==> src/rtl/irqsr_pkg.sv <==
package irqsr_pkg;
   typedef enum logic [1:0] {
      SEL_STAT  = 2'd0,
      SEL_CAUSE = 2'd1,
      SEL_SEQ   = 2'd2,
      SEL_CFG   = 2'd3
   } irqsr_sel_e;

   typedef struct packed {
      logic       hit;
      irqsr_sel_e sel;
   } irqsr_dec_t;
endpackage

==> src/rtl/irqsr_status.sv <==
module irqsr_status #(
   parameter int DATA_W   = 8,
   parameter int PEND_BIT = 7,
   parameter int TC_BIT   = 4
) (
   input  logic              clk,
   input  logic              rst_n,
   input  logic              soft_rst,
   input  logic              raise,
   input  logic              lower,
   input  logic              cause_rd,
   input  logic [DATA_W-1:0] set_mask,
   input  logic [DATA_W-1:0] clr_mask,
   output logic [DATA_W-1:0] stat_q,
   output logic              irq
);
   for (genvar b = 0; b < DATA_W; b++) begin : g_bit
      logic q;
      if (b == PEND_BIT) begin : g_pend
         always_ff @(posedge clk or negedge rst_n) begin
            if (!rst_n)                q <= 1'b0;
            else if (soft_rst)         q <= 1'b0;
            else if (raise)            q <= 1'b1;
            else if (lower || cause_rd) q <= 1'b0;
         end
      end else begin : g_flag
         logic ack_clr;
         assign ack_clr = (b == TC_BIT) ? cause_rd : 1'b0;
         always_ff @(posedge clk or negedge rst_n) begin
            if (!rst_n)                          q <= 1'b0;
            else if (soft_rst)                   q <= 1'b0;
            else if (set_mask[b])                q <= 1'b1;
            else if (clr_mask[b] || ack_clr)     q <= 1'b0;
         end
      end
      assign stat_q[b] = q;
   end

   assign irq = stat_q[PEND_BIT];
endmodule

==> src/rtl/irqsr_cause.sv <==
module irqsr_cause #(
   parameter int DATA_W     = 8,
   parameter int RST_CAUSE  = 8'h80
) (
   input  logic              clk,
   input  logic              rst_n,
   input  logic              soft_rst,
   input  logic              cause_rd,
   input  logic              bus_rst,
   input  logic [DATA_W-1:0] ev_set,
   output logic [DATA_W-1:0] cause_q
);
   logic [DATA_W-1:0] base;

   always_comb begin
      if (bus_rst)       base = DATA_W'(RST_CAUSE);
      else if (cause_rd) base = '0;
      else               base = cause_q;
   end

   always_ff @(posedge clk or negedge rst_n) begin
      if (!rst_n)        cause_q <= '0;
      else if (soft_rst) cause_q <= '0;
      else               cause_q <= base | ev_set;
   end
endmodule

==> src/rtl/irqsr_seqcfg.sv <==
module irqsr_seqcfg #(
   parameter int DATA_W   = 8,
   parameter int SEQ_W    = 3,
   parameter int SEQ_DONE = 4,
   parameter int CFG_RST  = 7
) (
   input  logic              clk,
   input  logic              rst_n,
   input  logic              soft_rst,
   input  logic              cause_rd,
   input  logic              seq_vld,
   input  logic [SEQ_W-1:0]  seq_in,
   input  logic              cfg_wr,
   input  logic [DATA_W-1:0] cfg_in,
   output logic [SEQ_W-1:0]  seq_q,
   output logic [DATA_W-1:0] cfg_q
);
   always_ff @(posedge clk or negedge rst_n) begin
      if (!rst_n)        seq_q <= '0;
      else if (soft_rst) seq_q <= '0;
      else if (seq_vld)  seq_q <= seq_in;
      else if (cause_rd) seq_q <= SEQ_W'(SEQ_DONE);
   end

   always_ff @(posedge clk or negedge rst_n) begin
      if (!rst_n)        cfg_q <= DATA_W'(CFG_RST);
      else if (soft_rst) cfg_q <= DATA_W'(CFG_RST);
      else if (cfg_wr)   cfg_q <= cfg_in;
   end
endmodule

==> src/rtl/irqsr_rdmux.sv <==
module irqsr_rdmux
   import irqsr_pkg::*;
#(
   parameter int DATA_W   = 8,
   parameter int SEQ_W    = 3,
   parameter bit RDATA_REG = 1'b0
) (
   input  logic              clk,
   input  logic              rst_n,
   input  irqsr_dec_t        dec,
   input  logic [DATA_W-1:0] stat_q,
   input  logic [DATA_W-1:0] cause_q,
   input  logic [SEQ_W-1:0]  seq_q,
   input  logic [DATA_W-1:0] cfg_q,
   output logic [DATA_W-1:0] rdata
);
   logic [DATA_W-1:0] sel_val;

   always_comb begin
      sel_val = '0;
      if (dec.hit) begin
         unique case (dec.sel)
            SEL_STAT:  sel_val = stat_q;
            SEL_CAUSE: sel_val = cause_q;
            SEL_SEQ:   sel_val = DATA_W'(seq_q);
            SEL_CFG:   sel_val = cfg_q;
         endcase
      end
   end

   if (RDATA_REG) begin : g_reg
      always_ff @(posedge clk or negedge rst_n) begin
         if (!rst_n) rdata <= '0;
         else        rdata <= sel_val;
      end
   end else begin : g_comb
      assign rdata = sel_val;
   end
endmodule

==> src/rtl/irqsr_top.sv <==
module irqsr_top
   import irqsr_pkg::*;
#(
   parameter int DATA_W      = 8,
   parameter int ADDR_W      = 3,
   parameter int SEQ_W       = 3,
   parameter int PEND_BIT    = 7,
   parameter int TC_BIT      = 4,
   parameter int RST_CAUSE   = 8'h80,
   parameter int RPT_DIS_BIT = 6,
   parameter int SEQ_DONE    = 4,
   parameter int CFG_RST     = 7,
   parameter bit RDATA_REG   = 1'b0
) (
   input  logic              clk,
   input  logic              rst_n,
   input  logic              soft_rst,
   input  logic              host_rd,
   input  logic              host_wr,
   input  logic [ADDR_W-1:0] host_addr,
   input  logic [DATA_W-1:0] host_wdata,
   output logic [DATA_W-1:0] host_rdata,
   input  logic              ev_raise,
   input  logic              ev_lower,
   input  logic [DATA_W-1:0] ev_cause_set,
   input  logic [DATA_W-1:0] ev_stat_set,
   input  logic [DATA_W-1:0] ev_stat_clr,
   input  logic              ev_seq_vld,
   input  logic [SEQ_W-1:0]  ev_seq,
   input  logic              bus_rst_cmd,
   output logic              irq
);
   localparam int NREG = 4;

   if (DATA_W < 2 || PEND_BIT >= DATA_W || TC_BIT >= DATA_W || RPT_DIS_BIT >= DATA_W)
   begin : g_bad_bits
      $error("irqsr_top: bit position outside the data width");
   end
   if (PEND_BIT == TC_BIT) begin : g_bad_alias
      $error("irqsr_top: pending and terminal-count bits must differ");
   end
   if ((1 << ADDR_W) < NREG) begin : g_bad_addr
      $error("irqsr_top: address width too small for the register set");
   end
   if (SEQ_W > DATA_W || SEQ_DONE >= (1 << SEQ_W)) begin : g_bad_seq
      $error("irqsr_top: sequence step does not fit");
   end

   irqsr_dec_t        dec;
   logic              cause_rd;
   logic              cfg_wr;
   logic              raise_all;
   logic [DATA_W-1:0] stat_q;
   logic [DATA_W-1:0] cause_q;
   logic [SEQ_W-1:0]  seq_q;
   logic [DATA_W-1:0] cfg_q;
   logic [DATA_W-1:0] set_mask;
   logic [DATA_W-1:0] clr_mask;

   always_comb begin
      dec.hit = (host_addr < ADDR_W'(NREG));
      dec.sel = irqsr_sel_e'(host_addr[1:0]);
   end

   assign cause_rd  = host_rd && dec.hit && (dec.sel == SEL_CAUSE);
   assign cfg_wr    = host_wr && dec.hit && (dec.sel == SEL_CFG);
   assign raise_all = ev_raise || (bus_rst_cmd && !cfg_q[RPT_DIS_BIT]);
   assign set_mask  = ev_stat_set & ~(DATA_W'(1) << PEND_BIT);
   assign clr_mask  = ev_stat_clr & ~(DATA_W'(1) << PEND_BIT);

   irqsr_status #(.DATA_W(DATA_W), .PEND_BIT(PEND_BIT), .TC_BIT(TC_BIT)) u_status (
      .clk(clk), .rst_n(rst_n), .soft_rst(soft_rst), .raise(raise_all),
      .lower(ev_lower), .cause_rd(cause_rd), .set_mask(set_mask),
      .clr_mask(clr_mask), .stat_q(stat_q), .irq(irq)
   );

   irqsr_cause #(.DATA_W(DATA_W), .RST_CAUSE(RST_CAUSE)) u_cause (
      .clk(clk), .rst_n(rst_n), .soft_rst(soft_rst), .cause_rd(cause_rd),
      .bus_rst(bus_rst_cmd), .ev_set(ev_cause_set), .cause_q(cause_q)
   );

   irqsr_seqcfg #(.DATA_W(DATA_W), .SEQ_W(SEQ_W), .SEQ_DONE(SEQ_DONE), .CFG_RST(CFG_RST)) u_seqcfg (
      .clk(clk), .rst_n(rst_n), .soft_rst(soft_rst), .cause_rd(cause_rd),
      .seq_vld(ev_seq_vld), .seq_in(ev_seq), .cfg_wr(cfg_wr), .cfg_in(host_wdata),
      .seq_q(seq_q), .cfg_q(cfg_q)
   );

   irqsr_rdmux #(.DATA_W(DATA_W), .SEQ_W(SEQ_W), .RDATA_REG(RDATA_REG)) u_rdmux (
      .clk(clk), .rst_n(rst_n), .dec(dec), .stat_q(stat_q), .cause_q(cause_q),
      .seq_q(seq_q), .cfg_q(cfg_q), .rdata(host_rdata)
   );
endmodule

==> config.mk <==
export PLATFORM = sky130hd
export DESIGN_NAME = irqsr_top
export DESIGN_NICKNAME = d
export VERILOG_FILES = /design/src/rtl/irqsr_pkg.sv /design/src/rtl/irqsr_status.sv /design/src/rtl/irqsr_cause.sv /design/src/rtl/irqsr_seqcfg.sv /design/src/rtl/irqsr_rdmux.sv /design/src/rtl/irqsr_top.sv
export SDC_FILE = /design/constraint.sdc
export NUM_CORES = 1
export LEC_CHECK = 0
export ABC_AREA = 0
export CAP_MARGIN = 0
export CORE_MARGIN = 5
export CORE_UTILIZATION = 40
export DETAILED_ROUTE_END_ITERATION = 16
export DONT_BUFFER_PORTS = 1
export PLACE_DENSITY = 0.63
export SLEW_MARGIN = 20
export SYNTH_ARGS = -nofsm -noshare
export SYNTH_HDL_FRONTEND = slang
export SYNTH_SLANG_ARGS = --single-unit
==> constraint.sdc <==
create_clock -name clk -period 1.4 [get_ports clk]
set_clock_uncertainty 0.1 [all_clocks]
set_input_delay 0.28 -clock clk [delete_from_list [all_inputs] [get_ports clk]]
set_output_delay 0.28 -clock clk [all_outputs]
set_load 0.03 [all_outputs]
==> results by group <==
Run status
  – Status: finished with violations
  – Failing checks: setup timing

Global route
  – Total grt overflow: 0
  – First-pass GRT wire length: about 5700 um
  – Most used routing layer: met2
  – Vias in the first global route: 1188
  – M1 GR Usage: slightly below 20%
  – Initial antenna violation count: 0
  – Largest net degree at the start of global routing: 28
  – GR Layer Usage met2: between 20% and 30%
  – Met3 GRT Util: between 5 and 6%
  – Tot GR Track Use: between 10% and 20%

Power and ir drop
  – P_leak: about 0.00084 uW
  – Clock power frac: between 20 and 25%
  – Sequential Power Share: 56.7%
  – Combinational power share: a little over a fifth
  – Total Power: approximately 1500 uW
  – Switching power: around 400 uW
  – Switching part of the total: about a quarter
  – Internal power: 1110 uW
  – Pwr per Cell Area: ~800 nW/um2
  – Peak supply drop: around 620 uV

Setup path
  – Launching point of the worst reg2reg path: u_status.g_bit[5].q
  – Worst r2r path cells: 4
  – Critical path buffers and inverters: 0
  – Critical path startpoint category: flip-flop
  – WP data required: approximately 1.0 ns
  – CP Data Arrival Time: 1.38 ns
  – Critical path class: flip-flop to output port
  – RR Endpoint: u_status.g_bit[5].q
  – FF-to-FF setup slack: roughly 0.34 ns
  – CP Capture Type: output port
  – CP delay by family, top: multiplexers
  – CP max-delay cell: mux4_2
  – Max FO, Critical Path: 2
  – CP Cell Sequence: mux4_2 > nor2b_4
  – CP startpoint: u_cause.cause_q[1]
  – Delay of the slowest cell on the worst path: about 0.47 ns

STA
  – Slew HR: about half
  – Final period util: 126%
  – Setup TNS: -2.23 ns
  – Final min period: 1.76 ns
  – Peak Freq: ~570 MHz
  – Final Hold Viols: 0
  – Final setup fails: 8
  – Fin. max-slew vios: 0
  – Unrepaired setup endpoints after global routing: true
  – Fin worst setup slack: -0.363 ns
  – Worst Max-Slew Pin Slew: 0.749 ns

Placement
  – Global placement routability congestion: around 0.66
  – DPL Wire Length: approximately 2300 um
  – Placed cell areas: between 1000 and 1500 um2
  – DP Cell Count: approximately 170
  – IO buf count: 0

Routing
  – Remaining antenna violation count: 0
  – Wire per inst: 17.0 um
  – WL final: 3490 um
  – Detailed-route via count: 1073
  – Residual DRC: 0
  – Router iterations before antenna repair: 4
  – Initial drt markers: 25
  – Post-DR vias/cell: around 5.2

Min path
  – Hold endpoint: u_seqcfg.seq_q[0]
  – Hold Path Class: primary input to flip-flop
  – Hold wc startpoint: ev_seq_vld
  – WHS Path Cells: 2

Floorplan
  – Initial Utilization: 41.3%
  – CORE AREA: ~3300 um2
  – Die height: 68.4 um
  – Die Wd: a little under 70 um
  – Row count: 21
  – Io pins: 56
  – DIE AREA: roughly 4700 um2

Clocking
  – Skew-Pair Late Insertion Delay: approximately 0.32 ns
  – CTS buffer count: 3
  – Maximum clock insertion buffer count: 2
  – Clk pin slew, worst setup/hold paths: ~0.15 ns
  – CTS Sinks: 27
  – Root Buffer: clkbuf_4
  – H-tree depth: 1
  – CTS tree: done

Logic synthesis
  – Syn. warnings: 0
  – Register area share after synthesis: roughly half
  – Synthesized area: 1370 um2
  – Yosys cell types: 24
  – Cell count after synthesis: ~130
  – FF+latch count, synth: 27
  – Syn_area_per_cell: ~11 um2
  – EDFF count, synth: 0
  – Post-synth ARST share: 100%
  – Primary FF master, synth: dfrtp_1
  – Syn nets: roughly 180

Job
  – Max-Cap Viols: 0

Final layout
  – Antenna Cells: 0
  – Most frequent cells in the layout: 23 x dfrtp_1, 21 x dlygate4sd3_1, 18 x nor2_1, 11 x a21oi_1, 10 x inv_1
  – Commonest non-fill, non-tap cell in the layout: dfrtp_1
  – Layout fillers: between 200 and 300
  – Layout cell share with drive strength beyond 1: between 20% and 30%
  – Synthesis-to-layout area growth: 38.6%
  – Multi-input gate area: about 750 um2
  – Nets: 207
  – Non-filler cells, final: between 200 and 250
  – Register area: 681 um2
  – Design Area, Final: ~1900 um2
## final cells by class
cell class | count | share of cell area [%]
sequential | 27 | 36.0
timing repair buffer | 35 | 18.2
tap | 46 | 3.04
clock inverter | 1 | 0.264
multi-input combinational | 83 | 39.4
inverter | 10 | 1.98
clock buffer | 3 | 1.19
## worst max path at each step
stage	end	slack, ns	cells past startpoint
after global routing	host_rdata[1]	-0.43	2
after CTS	host_rdata[1]	-0.37	2
final	host_rdata[1]	-0.36	2
after global placement	host_rdata[7]	0.03	4
after floorplan	host_rdata[0]	0.001	3
after detailed placement	host_rdata[7]	0.01	4
## synth_stat cells, types with 2 or more instances
cell | number | share of area (%)
buf_4 | 3 | 1.6
nor2_1 | 18 | 4.9
nand2_1 | 7 | 1.9
o21ai_0 | 2 | 0.73
dfrtp_1 | 24 | 44
nor3_1 | 3 | 1.1
a211oi_1 | 11 | 6.0
a22o_1 | 7 | 4.5
clkbuf_1 | 3 | 0.82
mux4_2 | 3 | 4.9
nor2b_1 | 8 | 3.7
dfstp_2 | 3 | 5.8
a21oi_1 | 11 | 4.0
inv_1 | 10 | 2.7
nand3_1 | 2 | 0.73
buf_6 | 2 | 1.6
mux2i_1 | 5 | 3.7
## per-stage QoR
stage / util [%] / hold slack (ns) / setup slack (ns)
after floorplan: - / -0.116 / 0.000994
after global placement: 44.4 / -0.115 / 0.0316
after detailed placement: 44.4 / -0.115 / 0.0125
after CTS: 54.7 / 0.00341 / -0.374
after global routing: 57.2 / 0.000393 / -0.430
final: 57.2 / 0.0116 / -0.363
## what timing repair did
| item | 4_1_cts | 5_1_grt |
|---|---|---|
| hold buffers | 20 | 3 |
| endpoints found under the setup margin | 8 | 15 |
| pin swaps | 4 | 4 |
| hold endpoints to repair | 54 | 2 |
| gates resized for setup | 18 | 2 |
| buffers inserted | 4 | 6 |
## cell families after synthesis
group,synth area share [%]
AND/OR/NAND/NOR,18.0
AO/OA/AOI/OAI,16.4
flip-flops,49.7
buffers and inverters,7.23
multiplexers,8.61
## state kept, by name (all words and copies together), names as in the netlist
register,flops
u_status.g_bit.q,7
u_seqcfg.cfg_q,8
u_seqcfg.seq_q,3
u_status.irq,1
u_cause.cause_q,8
## layer usage
metal | routed length (um) | up-vias
li1 | - | 505
met1 | 1470 | 531
met2 | 1750 | 35
met3 | 248 | 2
met4 | 18 | 0
met5 | 0 | -
## power groups by stage
| stage | combinational (uW) | sequential (uW) | clock, uW |
|---|---|---|---|
| after floorplan | 216 | 857 | 0 |
| after global placement | 183 | 859 | 0 |
| after detailed placement | 189 | 861 | 0 |
| after CTS | 294 | 849 | 348 |
| after global routing | 339 | 856 | 387 |
| final | 313 | 850 | 337 |
Power figures use the tool's default switching activity.
